--- src/rtl/pcb_pkg.sv ---
package pcb_pkg;
  typedef enum logic [1:0] {
    PRIV_USER  = 2'd0,
    PRIV_SUPER = 2'd1,
    PRIV_RSVD  = 2'd2,
    PRIV_MACH  = 2'd3
  } priv_e;

  localparam int unsigned IDX_CYCLE   = 0;
  localparam int unsigned IDX_TIME    = 1;
  localparam int unsigned IDX_INSTRET = 2;
  localparam int unsigned NUM_BASE    = 3;
endpackage

--- src/rtl/pcb_counters.sv ---
module pcb_counters #(
  parameter int unsigned CNT_W = 64
) (
  input  logic             clk_i,
  input  logic             rst_ni,
  input  logic             retire_i,
  input  logic             tick_i,
  output logic [CNT_W-1:0] cycle_o,
  output logic [CNT_W-1:0] time_o,
  output logic [CNT_W-1:0] instret_o
);
  import pcb_pkg::*;

  logic [NUM_BASE-1:0]       bump;
  logic [NUM_BASE*CNT_W-1:0] cnt_flat;

  // increment condition per base counter, indexed like the read port
  always_comb begin
    bump              = '0;
    bump[IDX_CYCLE]   = 1'b1;
    bump[IDX_TIME]    = tick_i;
    bump[IDX_INSTRET] = retire_i;
  end

  for (genvar g = 0; g < NUM_BASE; g++) begin : g_cnt
    logic [CNT_W-1:0] q;
    always_ff @(posedge clk_i or negedge rst_ni) begin
      if (!rst_ni)      q <= '0;
      else if (bump[g]) q <= q + 1'b1;
    end
    assign cnt_flat[g*CNT_W +: CNT_W] = q;
  end

  assign cycle_o   = cnt_flat[IDX_CYCLE*CNT_W   +: CNT_W];
  assign time_o    = cnt_flat[IDX_TIME*CNT_W    +: CNT_W];
  assign instret_o = cnt_flat[IDX_INSTRET*CNT_W +: CNT_W];
endmodule

--- src/rtl/pcb_enables.sv ---
module pcb_enables #(
  parameter int unsigned NUM_CNT   = 32,
  parameter int unsigned ADDR_W    = 6,
  parameter logic [31:0] RESET_VAL = 32'h7
) (
  input  logic               clk_i,
  input  logic               rst_ni,
  input  logic               wr_en_i,
  input  logic [ADDR_W-1:0]  wr_addr_i,
  input  logic [NUM_CNT-1:0] wr_data_i,
  output logic [NUM_CNT-1:0] mach_mask_o,
  output logic [NUM_CNT-1:0] super_mask_o
);
  localparam int unsigned NUM_MASK = 2;

  logic [NUM_MASK*NUM_CNT-1:0] mask_flat;

  // mask 0 sits at address NUM_CNT, mask 1 right after it
  for (genvar g = 0; g < NUM_MASK; g++) begin : g_mask
    localparam logic [ADDR_W-1:0] MY_ADDR = ADDR_W'(NUM_CNT + g);
    logic [NUM_CNT-1:0] q;
    always_ff @(posedge clk_i or negedge rst_ni) begin
      if (!rst_ni)                            q <= RESET_VAL[NUM_CNT-1:0];
      else if (wr_en_i && wr_addr_i == MY_ADDR) q <= wr_data_i;
    end
    assign mask_flat[g*NUM_CNT +: NUM_CNT] = q;
  end

  assign mach_mask_o  = mask_flat[0       +: NUM_CNT];
  assign super_mask_o = mask_flat[NUM_CNT +: NUM_CNT];
endmodule

--- src/rtl/pcb_gate.sv ---
module pcb_gate #(
  parameter int unsigned CNT_W   = 64,
  parameter int unsigned NUM_CNT = 32,
  parameter int unsigned ADDR_W  = 6
) (
  input  logic [1:0]         priv_i,
  input  logic [ADDR_W-1:0]  rd_addr_i,
  input  logic [NUM_CNT-1:0] mach_mask_i,
  input  logic [NUM_CNT-1:0] super_mask_i,
  input  logic [CNT_W-1:0]   cycle_i,
  input  logic [CNT_W-1:0]   time_i,
  input  logic [CNT_W-1:0]   instret_i,
  output logic [CNT_W-1:0]   rd_data_o,
  output logic               rd_disabled_o,
  output logic               rd_illegal_o
);
  import pcb_pkg::*;

  localparam int unsigned IDX_W = $clog2(NUM_CNT);

  logic             in_range;
  logic [IDX_W-1:0] idx;
  logic             allow;
  logic [CNT_W-1:0] value;

  assign in_range = rd_addr_i < ADDR_W'(NUM_CNT);
  assign idx      = rd_addr_i[IDX_W-1:0];

  always_comb begin
    unique case (priv_e'(priv_i))
      PRIV_MACH:  allow = 1'b1;
      PRIV_SUPER: allow = mach_mask_i[idx];
      PRIV_USER:  allow = super_mask_i[idx];
      default:    allow = 1'b0;
    endcase
  end

  always_comb begin
    if (idx == IDX_W'(IDX_TIME))         value = time_i;
    else if (idx == IDX_W'(IDX_INSTRET)) value = instret_i;
    else                                 value = cycle_i;
  end

  assign rd_illegal_o  = !in_range;
  assign rd_disabled_o = in_range && !allow;
  assign rd_data_o     = (in_range && allow) ? value : '0;
endmodule

--- src/rtl/perf_counter_bank.sv ---
module perf_counter_bank #(
  parameter int unsigned CNT_W   = 64,
  parameter int unsigned NUM_CNT = 32,
  parameter int unsigned ADDR_W  = 6
) (
  input  logic               clk_i,
  input  logic               rst_ni,
  input  logic [1:0]         priv_i,
  input  logic               retire_i,
  input  logic               tick_i,
  input  logic [ADDR_W-1:0]  rd_addr_i,
  output logic [CNT_W-1:0]   rd_data_o,
  output logic               rd_disabled_o,
  output logic               rd_illegal_o,
  input  logic               wr_en_i,
  input  logic [ADDR_W-1:0]  wr_addr_i,
  input  logic [NUM_CNT-1:0] wr_data_i
);
  logic [CNT_W-1:0]   cycle_q, time_q, instret_q;
  logic [NUM_CNT-1:0] mach_mask, super_mask;

  pcb_counters #(.CNT_W(CNT_W)) i_counters (
    .clk_i     (clk_i),
    .rst_ni    (rst_ni),
    .retire_i  (retire_i),
    .tick_i    (tick_i),
    .cycle_o   (cycle_q),
    .time_o    (time_q),
    .instret_o (instret_q)
  );

  pcb_enables #(.NUM_CNT(NUM_CNT), .ADDR_W(ADDR_W)) i_enables (
    .clk_i        (clk_i),
    .rst_ni       (rst_ni),
    .wr_en_i      (wr_en_i),
    .wr_addr_i    (wr_addr_i),
    .wr_data_i    (wr_data_i),
    .mach_mask_o  (mach_mask),
    .super_mask_o (super_mask)
  );

  pcb_gate #(.CNT_W(CNT_W), .NUM_CNT(NUM_CNT), .ADDR_W(ADDR_W)) i_gate (
    .priv_i        (priv_i),
    .rd_addr_i     (rd_addr_i),
    .mach_mask_i   (mach_mask),
    .super_mask_i  (super_mask),
    .cycle_i       (cycle_q),
    .time_i        (time_q),
    .instret_i     (instret_q),
    .rd_data_o     (rd_data_o),
    .rd_disabled_o (rd_disabled_o),
    .rd_illegal_o  (rd_illegal_o)
  );
endmodule

--- config.mk ---
export PLATFORM = sky130hd
export DESIGN_NAME = perf_counter_bank
export DESIGN_NICKNAME = d
export VERILOG_FILES = /design/src/rtl/pcb_pkg.sv /design/src/rtl/pcb_counters.sv /design/src/rtl/pcb_enables.sv /design/src/rtl/pcb_gate.sv /design/src/rtl/perf_counter_bank.sv
export SDC_FILE = /design/constraint.sdc
export NUM_CORES = 1
export LEC_CHECK = 0
export BUFFER_PORTS_ARGS = -buffer_cell sky130_fd_sc_hd__buf_2
export CORE_MARGIN = 4
export CORE_UTILIZATION = 50
export DETAILED_ROUTE_END_ITERATION = 16
export PLACE_DENSITY = 0.76
export SLEW_MARGIN = 25
export SYNTH_ARGS = -nofsm -noshare
export SYNTH_HDL_FRONTEND = slang
export SYNTH_HIERARCHICAL = 1
export SYNTH_SLANG_ARGS = --single-unit
--- constraint.sdc ---
create_clock -name clk_i -period 2.75 [get_ports clk_i]
set_input_delay 0.1375 -clock clk_i [delete_from_list [all_inputs] [get_ports clk_i]]
set_output_delay 0.1375 -clock clk_i [all_outputs]
set_load 0.05 [all_outputs]
==> run summary <==
area delta synth->final = 21.3%
CTS tree = built
total CTS buffers = 28
total gr overflow = 0
FMAX = 349 MHz
EDFF count, synth = 0
post-synthesis register bit count = 256
layout cell share with drive strength beyond 1 = 24.7%
antenna-violating nets left = 0
Cell Area, Synth = 14300 sq um
Tot GR Track Use = 22.9%
fin cells = 1868
Max Cap Violations = 0
violated checks = negative setup slack
clk sinks = 256
CP Launch Type = flip-flop
via count = 10.8k
maximum clock insertion buffer count = 3
Async S/R FF share, synth = 100%
initial core utilization = 51.0%
Max FO, Critical Path = 10
H-tree levels = 1
worst min-delay path class = primary input to asynchronous set/reset pin
Inst Count DP = 1773
most frequent cell after synthesis = dfrtp_1
top cell type by total area after synthesis = dfrtp_1
drt via density = 5.79
initial antenna violation count = 1
final worst slack = -0.116 ns
clock latency on the worst-skew pair = 0.54 ns
part of the Yosys area used for sequential elements = 45.0%
cell leakage power = 7.85 nW
core area = 27900 sq um
status = complete, but fails checks
multiplexer share of the synthesized area = 14.2%
port bufs = 116
nets = 1521
IO Pins = 117
total routed wirelength = 36000 um
Die Y = 177 um
Syn. warnings = 6
Yosys top cell area share = 43.9%
post-route setup TNS = -2.60 ns
Synth Area in XOR/XNOR = 11.5%
clock skew = 0.0227 ns
Final HPWL DP = 25200 um
ys flop type = dfrtp_1
Tcrit/Tclk final = 104%
Die X = 177 um
Synth Area in Compound Gates = 7.95%
Slew @ Worst Pin = 0.744 ns
global-route wire length before repair = 58100 um
fin crit period = 2.87 ns
remaining routing DRC violations = 0
die area = 31300 sq um
average size of a mapped cell = 11.0 sq um
Netlist cell types = 53
CTS root buf = clkbuf_16
unrepaired setup endpoints after global routing = true
Finished Core Util = 61.9%
Post-Syn Instances = 1298
Worst EP required = 2.61 ns
Final Max Tran Viols = 0
Rows = 61
setup violation total in the final timing report = 63
RD Place Congestion = 0.876
CTS clk-pin slew, worst paths = 0.06 ns
Setup crit end kind = output port
number of fillers in the final layout = 2202
Commonest cells post-synth = dfrtp_1, xnor2_1, nor2_1
Hold Fails Final Rpt = 0
Syn Nets = 1352
CP arrival = 2.73 ns
Setup CP Type = flip-flop to output port
Slew HR = 50.0%
PwrDens = 553 nW/um^2
largest net degree at the start of global routing = 97
main combinational cell family by area after synthesis = simple AND/OR/NAND/NOR gates
Synth area leaders = dfrtp_1, xnor2_1, mux2_4, mux2i_1, xor2_1
Peak VDD IR = 0.000470 V
initial drt markers = 985
vias in the first global route = 10.8k
simple-gate area share of the yosys netlist = 17.8%
WL/cell = 19.3 um
Pre-antenna DRT Iters = 6
Synth Area in Adders = 0.263%
-- layout make-up --
| type | instances | area (sq um) | share of cell area [%] |
|---|---|---|---|
| clock inverter | 11 | 238 | 1.37 |
| sequential | 256 | 6410 | 37.1 |
| inverter | 22 | 82.6 | 0.477 |
| tap | 378 | 473 | 2.73 |
| antenna | 1 | 2.50 | 0.0145 |
| timing repair buffer | 201 | 1780 | 10.3 |
| clock buffer | 41 | 861 | 4.98 |
| multi-input combinational | 958 | 7450 | 43.1 |
-- repair_timing --
action                                  CTS  global route
cloned                                    1             1
pin swaps                                 4             0
setup buffers                             4             1
hold endpoints to repair                321             0
endpoints found under the setup margin   65            65
hold buffers                             35             0
gates resized for setup                  98            10
-- path summary, 6_finish.rpt --
path,start,to,slack [ns],cells after the start
hold / removal,rst_ni,i_counters/time_o[19],0.05,2
min in group clk_i,wr_data_i[20],i_enables/super_mask_o[20],0.38,3
setup reg to reg,i_counters/time_o[9],i_counters/time_o[63],0.27,5
setup / recovery,i_enables/super_mask_o[2],rd_data_o[36],-0.12,8
hold reg to reg,i_counters/cycle_o[63],i_counters/cycle_o[63],0.48,1
max in group asynchronous,rst_ni,i_counters/time_o[59],1.76,3
-- per-stage QoR --
| step | instance area (sq um) | hold WS [ns] | setup WS [ns] | power [W] |
|---|---|---|---|---|
| CTS | 17200 | 0.0404 | -0.103 | 0.00962 |
| finish | 17300 | 0.0458 | -0.116 | 0.00956 |
| floorplan | 14300 | -0.158 | 0.197 | 0.00483 |
| global placement | 15400 | 0.0160 | 0.244 | 0.00513 |
| detailed placement | 15400 | 0.0153 | 0.128 | 0.00517 |
| global route | 17300 | 0.0631 | -0.182 | 0.00989 |
-- cells in the final DEF (no fill, tap or decap), types with 4 or more instances in the layout --
cell	n
nand4_2	4
and3_1	22
dlygate4sd3_1	35
inv_1	22
buf_6	29
a21oi_4	7
clkbuf_16	30
nor4_1	24
nand2_1	72
mux2i_1	75
bufinv_16	7
mux2_4	60
mux4_2	10
mux2_2	7
nor2_1	113
nand3_1	80
a21oi_1	14
clkbuf_8	9
xnor2_1	118
xor2_1	69
dfrtp_1	250
dfstp_2	6
nor3_1	42
buf_12	10
buf_2	50
a21oi_2	43
buf_4	73
and2_1	9
or3_1	7
nand4_1	66
and4_1	13
a211o_1	64
-- kinds of logic (layout without fill, tap and decap cells) --
family | count (synthesis) | after routing
AO/OA/AOI/OAI | 136 | 136
XOR/XNOR | 187 | 187
adder cells (fa/ha/maj) | 3 | 3
buffers and inverters | 84 | 275
flip-flops | 256 | 256
multiplexers | 155 | 155
other | 0 | 1
AND/OR/NAND/NOR | 477 | 477
-- per-layer routing --
metal | track usage, % | up-vias | wire length, um
met4 | 6.32 | 2 | 1000
met2 | 38.3 | 325 | 17400
met5 | 0 | - | 7
met1 | 31.3 | 5402 | 15600
met3 | 3.46 | 69 | 1960
li1 | - | 5026 | -
-- power breakdown --
| group | internal, W | switching [W] |
|---|---|---|
| clock | 0.00282 | 0.00154 |
| sequential | 0.00400 | 0.000234 |
| combinational | 0.000500 | 0.000466 |
-- state kept, by name, summed over array words and instances, names as in the netlist --
name	cells
i_counters/cycle_o	64
i_counters/time_o	64
i_enables/mach_mask_o	32
i_enables/super_mask_o	32
i_counters/instret_o	64
-- worst max-delay path: stages (launching register included) --
cell	delay (ns)
dfstp_2	0.52
mux4_2	0.23
nor2b_4	0.14
a2111oi_2	0.05
or4b_4	0.54
buf_12	0.18
buf_16	0.15
a21oi_2	0.18
buf_6	0.18
(Power assumes the default switching activity.)
